`src/rtl/gpl_pkg.sv`:
```
package gpl_pkg;
  localparam logic [3:0] OP_AND  = 4'd0;
  localparam logic [3:0] OP_BIC  = 4'd1;
  localparam logic [3:0] OP_EOR  = 4'd2;
  localparam logic [3:0] OP_SEL  = 4'd3;
  localparam logic [3:0] OP_ORR  = 4'd4;
  localparam logic [3:0] OP_ORN  = 4'd5;
  localparam logic [3:0] OP_NOR  = 4'd6;
  localparam logic [3:0] OP_NAND = 4'd7;
  localparam logic [3:0] OP_TEST = 4'd8;

  typedef struct packed {
    logic n;
    logic z;
    logic c;
    logic v;
  } gpl_flags_t;
endpackage

```
`src/rtl/gpl_bitop.sv`:
```
module gpl_bitop
  import gpl_pkg::*;
#(
  parameter int W = 16
) (
  input  logic [3:0]   op,
  input  logic [W-1:0] a,
  input  logic [W-1:0] b,
  input  logic [W-1:0] g,
  output logic [W-1:0] r
);
  always_comb begin
    case (op)
      OP_AND:  r = a & b & g;
      OP_BIC:  r = a & ~b & g;
      OP_EOR:  r = (a ^ b) & g;
      OP_SEL:  r = (a & g) | (b & ~g);
      OP_ORR:  r = (a | b) & g;
      OP_ORN:  r = (a | ~b) & g;
      OP_NOR:  r = g & ~(a | b);
      OP_NAND: r = g & ~(a & b);
      default: r = '0;
    endcase
  end
endmodule

```
`src/rtl/gpl_lane_mask.sv`:
```
module gpl_lane_mask #(
  parameter int W  = 16,
  parameter int LW = $clog2(W + 1)
) (
  input  logic [1:0]    esz,
  input  logic [LW-1:0] len,
  output logic [W-1:0]  mask
);
  for (genvar i = 0; i < W; i++) begin : g_lane
    localparam logic [LW-1:0] IDX = LW'(i);
    localparam bit STEP2 = (i % 2) == 0;
    localparam bit STEP4 = (i % 4) == 0;
    localparam bit STEP8 = (i % 8) == 0;
    logic size_ok;
    always_comb begin
      case (esz)
        2'd0:    size_ok = 1'b1;
        2'd1:    size_ok = STEP2;
        2'd2:    size_ok = STEP4;
        default: size_ok = STEP8;
      endcase
    end
    assign mask[i] = (IDX < len) && size_ok;
  end
endmodule

```
`src/rtl/gpl_flag_eval.sv`:
```
module gpl_flag_eval
  import gpl_pkg::*;
#(
  parameter int W = 16
) (
  input  logic [W-1:0] val,
  input  logic [W-1:0] act,
  output gpl_flags_t   flags
);
  always_comb begin
    logic seen;
    seen    = 1'b0;
    flags.n = 1'b0;
    flags.c = 1'b1;
    for (int i = 0; i < W; i++) begin
      if (act[i]) begin
        if (!seen) flags.n = val[i];
        seen    = 1'b1;
        flags.c = !val[i];
      end
    end
    flags.z = ~|(val & act);
    flags.v = 1'b0;
  end
endmodule

```
`src/rtl/gpl_unit.sv`:
```
module gpl_unit
  import gpl_pkg::*;
#(
  parameter int MAX_PW = 16,
  localparam int LW = $clog2(MAX_PW + 1)
) (
  input  logic              clk,
  input  logic              rst,
  input  logic              op_valid,
  input  logic [3:0]        op_sel,
  input  logic              set_flags,
  input  logic [1:0]        esz,
  input  logic [LW-1:0]     cfg_len,
  input  logic [MAX_PW-1:0] pn,
  input  logic [MAX_PW-1:0] pm,
  input  logic [MAX_PW-1:0] pg,
  output logic [MAX_PW-1:0] res,
  output logic              res_we,
  output logic              flag_n,
  output logic              flag_z,
  output logic              flag_c,
  output logic              flag_v,
  output logic              flags_we,
  output logic              undef
);
  logic [MAX_PW-1:0] raw_res, live_mask, elem_mask, next_res, flag_src;
  gpl_flags_t        next_flags, flags_q;
  logic              is_test, legal, do_res, do_flags;

  gpl_bitop #(.W(MAX_PW)) u_op (
    .op(op_sel), .a(pn), .b(pm), .g(pg), .r(raw_res)
  );

  gpl_lane_mask #(.W(MAX_PW), .LW(LW)) u_live (
    .esz(2'd0), .len(cfg_len), .mask(live_mask)
  );

  gpl_lane_mask #(.W(MAX_PW), .LW(LW)) u_elem (
    .esz(esz), .len(cfg_len), .mask(elem_mask)
  );

  assign next_res = raw_res & live_mask;
  assign is_test  = (op_sel == OP_TEST);
  assign flag_src = is_test ? (pn & live_mask) : next_res;

  gpl_flag_eval #(.W(MAX_PW)) u_flags (
    .val(flag_src), .act(pg & elem_mask), .flags(next_flags)
  );

  assign legal    = (op_sel <= OP_TEST) && !((op_sel == OP_SEL) && set_flags);
  assign do_res   = op_valid && legal && !is_test;
  assign do_flags = op_valid && legal && (is_test || set_flags);

  always_ff @(posedge clk) begin
    if (rst) begin
      res      <= '0;
      res_we   <= 1'b0;
      flags_we <= 1'b0;
      undef    <= 1'b0;
      flags_q  <= '0;
    end else begin
      res_we   <= do_res;
      flags_we <= do_flags;
      undef    <= op_valid && !legal;
      if (do_res)   res     <= next_res;
      if (do_flags) flags_q <= next_flags;
    end
  end

  assign flag_n = flags_q.n;
  assign flag_z = flags_q.z;
  assign flag_c = flags_q.c;
  assign flag_v = flags_q.v;
endmodule

```
`config.mk`:
```
export PLATFORM = sky130hd
export DESIGN_NAME = gpl_unit
export DESIGN_NICKNAME = d
export VERILOG_FILES = /design/src/rtl/gpl_pkg.sv /design/src/rtl/gpl_bitop.sv /design/src/rtl/gpl_lane_mask.sv /design/src/rtl/gpl_flag_eval.sv /design/src/rtl/gpl_unit.sv
export SDC_FILE = /design/constraint.sdc
export NUM_CORES = 1
export LEC_CHECK = 0
export ABC_AREA = 1
export BUFFER_PORTS_ARGS = -buffer_cell sky130_fd_sc_hd__buf_2
export CORE_ASPECT_RATIO = 1.25
export CORE_UTILIZATION = 45
export CTS_CLUSTER_SIZE = 24
export DETAILED_ROUTE_END_ITERATION = 8
export GPL_ROUTABILITY_DRIVEN = 0
export PLACE_DENSITY = 0.74
export SYNTH_ARGS = -nofsm -noshare
export SYNTH_HDL_FRONTEND = slang
export SYNTH_SLANG_ARGS = --single-unit
```
`constraint.sdc`:
```
create_clock -name clk -period 2.6 [get_ports clk]
set_input_delay 0.26 -clock clk [delete_from_list [all_inputs] [get_ports clk]]
set_output_delay 0.26 -clock clk [all_outputs]
set_load 0.02 [all_outputs]
```
==> impl_metrics.py, run 1 <==
metrics = {
    "global_route": {
        "track_usage_pct": 27.03,
        "met2_usage_pct": 47.28,
        "use_met3_pct": 3.758,
        "grt_pass1_wl_um": 20130,
        "grt.busiest_layer": "met2",
        "grt_pass1_vias": 4619,
        "grtUsageMet1_pct": 30.65,
        "grt_max_degree": 24,
        "antenna_found_initial": 0,
        "grt_remaining_overflow": 0,
    },
    "timing": {
        "fin_crit_ps": 2346,
        "tightestPinTransition_ps": 534.4,
        "hold_viol_final": 0,
        "maxSlewHeadroom_pct": 64.33,
        "setup_ws_ps": 254.1,
        "slew_violations": 0,
        "max_freq_ghz": 0.4263,
        "hold_ws_ps": 214.4,
        "fin_crit_sh_pct": 90.23,
        "finalClockSkew_ps": 0,
        "setup_violations": 0,
        "setup_tns_ps": 0,
    },
    "layout": {
        "area_delta_synth_final_pct": 19.11,
        "antenna_cells": 0,
        "fin_util_pct": 55.12,
        "fin_nets": 911,
        "drive_gt1_share_pct": 20.82,
    },
    "floorplanning": {
        "die_x_um": 86.61,
        "dieArea_sq_um": 9332,
        "boundaryPins": 86,
        "core_sq_um": 8701,
        "initial_core_util_pct": 46.28,
        "die_y_um": 107.8,
        "fp-row-count": 38,
    },
    "synth": {
        "synth_ff_type": "dfxtp_1",
        "yosys-top-cells-area": "ha_1 20%, nand2_1 17%, dfxtp_1 11%",
        "yosys_register_bits": 22,
        "async_reset_ff_share_pct": 0,
        "synth_area_sq_um": 4026,
        "synth.avg_cell_area_sq_um": 5.861,
        "syn_nets": 814,
        "yosysTopAreaCell": "ha_1",
        "synth_edf_count": 0,
        "yosysWarnings": 0,
        "synth.yosys.seq_area_share_pct": 10.94,
        "yosysMostFrequentCell": "nand2_1",
        "yosys-top-cells-count": "180 x nand2_1, 88 x inv_1, 70 x nand3_1",
        "synthDistinctLibCells": 38,
        "synth_top_area_share_pct": 19.89,
        "syn_inst": 687,
    },
    "clocking": {
        "htreeDepth": 1,
        "numCtsBuffers": 3,
        "root_buffer": "clkbuf_8",
        "clk_pin_slew_ps": 80,
        "clock_tree.buffer_depth": 2,
        "clock_latency_ps": 260,
        "cts_tree": "done",
        "cts_num_sinks": 22,
    },
    "status": {
        "status": "completed",
    },
    "power_and_ir_drop": {
        "max-vdd-ir-drop_mv": 0.3632,
        "p_seq_share_pct": 30.0,
        "power.internal_mw": 0.7096,
        "p_leak_nw": 2.690,
        "p_clk_share_pct": 20.0,
        "combPwrFrac_pct": 50.0,
        "p_per_area_nw_per_um2": 254.3,
        "p_sw_mw": 0.5099,
        "p_sw_share_pct": 41.81,
    },
    "min_path": {
        "holdCritStartpoint": "rst",
        "worstHoldPathType": "input pin to register",
    },
    "job": {
        "drv.max_cap_violation_count": 0,
    },
    "routing": {
        "dr_total_vias": 4862,
        "via_per_inst": 5.384,
        "drtPass1Iterations": 5,
        "ant_nets": 0,
        "drc": 0,
        "wl_um": 12450,
        "wl_per_cell_um": 13.79,
        "drt_iter0_markers": 334,
    },
    "placement": {
        "hpwlAfterDp_um": 10140,
        "pre_cts_slack_ps": -0.9959,
        "io_buffers": 84,
    },
    "critical_path": {
        "start_kind": "input pin",
        "critPathLaunch": "cfg_len[3]",
        "cp_data_required_time_ps": 2800,
        "timing.rr.start": "res[11]",
        "crit_path_frequent_cell": "nand2_2",
        "slowest_delay_ps": 190,
        "cp_data_arrival_time_ps": 2550,
        "crit_path_max_fanout": 6,
        "critPathKind": "input pin to register",
        "worst_path_max_delay_cell": "nor2_4",
        "crit_path_end_kind": "register",
    },
}
## flip-flops by register name (all words and copies together), names as in the netlist
register,count
flag_c,1
flag_n,1
flag_z,1
flags_we,1
res,16
res_we,1
undef,1
## cell families after synthesis
group	synth area share, %
fa+ha+maj	19.89
compound gates	17.09
buf+inv	11.78
flops	10.94
other cells	0.09314
simple gates	40.21
## cells in the final DEF (no fill, tap or decap), types with 2 or more instances in the layout
cell type,netlist,routed
nand2_1,180,180
inv_1,88,88
buf_2,4,84
nand3_1,70,70
ha_1,64,64
o21ai_0,53,53
nor2_1,53,51
a21oi_1,30,30
buf_4,1,27
dfxtp_1,22,22
inv_2,15,15
nand4_1,13,13
o22ai_1,12,12
nor2_2,8,10
nand3b_1,7,7
nand2_2,6,6
nor2_4,5,5
a32o_1,5,5
nand2_4,4,4
o21ai_1,4,4
a31oi_1,4,4
nand3_2,4,4
clkbuf_8,0,4
nor3_1,3,3
o31ai_1,3,3
o211ai_1,2,2
a22oi_1,2,2
## power groups by stage
| stage | sequential (mW) | clock [mW] | combinational, mW |
|---|---|---|---|
| CTS | 0.366 | 0.245 | 0.604 |
| finish | 0.366 | 0.244 | 0.610 |
| detailed placement | 0.374 | 0 | 0.601 |
| global placement | 0.373 | 0 | 0.585 |
| floorplan | 0.398 | 0 | 0.343 |
| global route | 0.369 | 0.269 | 0.683 |
## final timing paths
kind              endpoint  slack, ps  cells past startpoint
setup reg to reg   res[11]       1920                      2
hold / removal      flag_z        210                      2
hold reg to reg     flag_z        470                      2
setup / recovery    flag_n        250                     26
## timing repair
item | in CTS | in global routing
endpoints found under the setup margin | 0 | 2
resized for setup | 0 | 1
setup buffers | 0 | 0
hold buffers | 0 | 0
## metal layers
| layer | vias up | routed length, um | share of wire [%] |
|---|---|---|---|
| met4 | 0 | 725 | 5.8 |
| met2 | 223 | 5875 | 47 |
| met1 | 2153 | 5023 | 40 |
| li1 | 2426 | - | - |
| met5 | - | 0 | 0 |
| met3 | 60 | 827 | 6.6 |
## area by class of cell
| class | instances | area (sq um) |
|---|---|---|
| clock buffer | 4 | 55.05 |
| fill | 885 | 3905 |
| inverter | 104 | 390.4 |
| multi-input combinational | 541 | 3117 |
| sequential | 22 | 440.4 |
| tap | 120 | 150.1 |
| timing repair buffer | 112 | 643.1 |
## critical path, delay by kind of cell
kind | cells | cell delay, ps
compound gates | 2 | 180
simple gates | 19 | 1780
buf+inv | 5 | 370
## through the flow
stage | cell area (sq um) | total power [mW] | instances
floorplan | 4026 | 0.7410 | 687
global placement | 4738 | 0.9586 | 899
detailed placement | 4738 | 0.9742 | 899
CTS | 4793 | 1.215 | 903
global route | 4796 | 1.321 | 903
finish | 4796 | 1.220 | 903
Note: power is estimated with default switching activity, not from simulation.
==> run 2: changes to the inputs <==
CAP_MARGIN = 20   (was default)
PLACE_DENSITY = 0.72   (was 0.74)
SYNTH_HIERARCHICAL = 1   (was default)
==> impl_metrics.py, run 2 <==
metrics = {
    "timing": {
        "fin_crit_ps": 2509,
        "hold_viol_final": 0,
        "max_freq_ghz": 0.3986,
        "finalClockSkew_ps": 0,
        "setup_tns_ps": 0,
        "fin_crit_sh_pct": 96.50,
        "setup_ws_ps": 90.99,
        "slew_violations": 0,
        "rsz0062_at_grt": "true",
        "setup_violations": 0,
    },
    "job": {
        "drv.max_cap_violation_count": 0,
    },
    "synth": {
        "synth_top_area_share_pct": 20.72,
        "yosysTopAreaCell": "nand2_1",
        "synth_edf_count": 0,
        "async_reset_ff_share_pct": 0,
        "yosysWarnings": 6,
        "syn_inst": 928,
        "yosys_register_bits": 23,
        "synth.avg_cell_area_sq_um": 5.505,
        "synth_area_sq_um": 5109,
        "synth_ff_type": "dfxtp_1",
        "synth.yosys.seq_area_share_pct": 9.013,
        "synthDistinctLibCells": 34,
        "yosys-top-cells-count": "282 x nand2_1, 127 x inv_1, 114 x nor2_1",
        "yosysMostFrequentCell": "nand2_1",
        "yosys-top-cells-area": "nand2_1 21%, ha_1 16%, nand3_1 9.8%",
    },
    "critical_path": {
        "start_kind": "input pin",
        "slowest_delay_ps": 170,
        "timing.rr.start": "res[14]",
        "r2r_end": "res[14]",
        "r2r_cells": 4,
        "crit_path_end_kind": "register",
        "critPathKind": "input pin to register",
        "crit_path_frequent_cell": "nand2_1",
        "cp_data_arrival_time_ps": 2700,
        "regToRegSetupSlack_ps": 1980,
        "crit_path_max_fanout": 7,
        "cp_data_required_time_ps": 2800,
        "worst_path_max_delay_cell": "o21ai_0",
    },
    "min_path": {
        "worstHoldPathType": "input pin to register",
        "hold_depth": 2,
        "holdCritStartpoint": "rst",
        "whs_endpoint": "res_we",
    },
    "placement": {
        "dp_cells": 1205,
        "hpwlAfterDp_um": 12180,
        "place_area_sq_um": 6291,
        "pre_cts_slack_ps": -263.7,
        "io_buffers": 85,
    },
    "routing": {
        "drtPass1Iterations": 5,
        "wl_um": 15060,
        "dr_total_vias": 6160,
        "wl_per_cell_um": 12.29,
        "drc": 0,
        "ant_nets": 0,
        "drt_iter0_markers": 308,
        "via_per_inst": 5.029,
    },
    "layout": {
        "largest_reg_flops": 16,
        "area_delta_synth_final_pct": 30.81,
        "fill_cells": 1110,
        "final_cell_mix": "275 x nand2_1, 126 x inv_1, 112 x nor2_1",
        "fin_nets": 1218,
        "final_cell_area_sq_um": 6683,
        "multi_input_comb_area_sq_um": 4003,
        "final_common_cell": "nand2_1",
        "antenna_cells": 0,
        "stdcell_count": 1225,
        "drive_gt1_share_pct": 23.76,
        "top_register": "res",
        "final-seq-area_sq_um": 460.4,
    },
    "global_route": {
        "grt_pass1_wl_um": 24820,
        "antenna_found_initial": 0,
        "track_usage_pct": 25.28,
        "grt_max_degree": 24,
        "grt_pass1_vias": 5513,
        "grt_remaining_overflow": 0,
    },
    "clocking": {
        "numCtsBuffers": 3,
        "clk_pin_slew_ps": 50,
        "cts_num_sinks": 23,
        "htreeDepth": 1,
        "clock_tree.buffer_depth": 2,
        "cts_tree": "done",
        "clock_latency_ps": 250,
        "root_buffer": "clkbuf_16",
    },
    "power_and_ir_drop": {
        "p_per_area_nw_per_um2": 227.3,
        "p_total_mw": 1.519,
        "max-vdd-ir-drop_mv": 0.1564,
        "p_leak_nw": 3.905,
    },
    "floorplanning": {
        "dieArea_sq_um": 11790,
        "fp-row-count": 43,
        "initial_core_util_pct": 46.09,
        "core_sq_um": 11080,
        "die_y_um": 121.1,
        "die_x_um": 97.30,
        "boundaryPins": 86,
    },
    "status": {
        "status": "completed",
    },
}
==> run 2: cell count changes in the layout (fill, tap and decap cells not counted), moves of 26 or more <==
cell	delta
buf_4	+53
inv_1	+38
o21ai_0	-26
nand2_1	+95
nand3_1	+29
nor2_1	+61
nand3b_1	+29
==> run 2: where the power goes <==
group | total, mW | internal (mW) | switching (mW) | leakage (nW)
clock | 0.327 | 0.209 | 0.118 | 0.0382
sequential | 0.373 | 0.367 | 0.00586 | 0.188
combinational | 0.818 | 0.334 | 0.484 | 3.68
total | 1.52 | 0.911 | 0.608 | 3.90
==> run 2: critical path, delay by kind of cell <==
family | cells | cell delay [ps]
compound gates | 3 | 410
buf+inv | 5 | 490
simple gates | 22 | 1530
==> run 2: cell type report <==
cell class | instances | share of cell area (%)
clock buffers | 4 | 1.180
inverters | 145 | 8.313
flip-flops and latches | 23 | 6.890
multi-input cells | 731 | 59.90
well taps | 135 | 2.528
repair buffers | 187 | 21.19
==> run 2: logic make-up (layout without fill, tap and decap cells) <==
kind of cell	count (synthesis)	in the layout	synth area share, %
fa+ha+maj	64	64	15.67
other cells	2	7	0.1470
simple gates	593	593	53.10
flops	23	23	9.013
buf+inv	179	336	14.60
compound gates	67	67	7.470
==> run 2: worst max-delay path by stage <==
stage / startpoint / to / slack, ps / cells past startpoint
after CTS: op_sel[3] / flag_c / 3 / 32
final: op_sel[3] / flag_n / 90 / 30
after floorplan: op_sel[3] / flag_c / 130 / 31
after detailed placement: op_sel[3] / flag_c / -260 / 31
after global routing: op_sel[3] / flag_c / -290 / 33
after global placement: op_sel[3] / flag_n / -200 / 28
==> run 2: metrics by stage <==
step	utilization (%)	hold WS, ps
floorplan	-	432.9
global placement	56.76	452.9
detailed placement	56.76	453.2
CTS	57.52	323.5
global route	60.30	330.8
finish	60.30	319.7
==> run 2: routing by layer <==
metal,up-vias,share of wire (%),GRT usage [%]
met5,-,0,0
met4,0,3.0,7.904
met3,33,5.0,1.382
met2,192,47,44.32
met1,2716,45,33.27
li1,3219,-,-
==> run 2: repair_timing <==
| action | in CTS | in global routing |
|---|---|---|
| setup buffers | 0 | 16 |
| hold buffers | 0 | 0 |
| setup endpoints to repair | 2 | 3 |
| pin swaps | 0 | 35 |
| gates resized for setup | 1 | 50 |
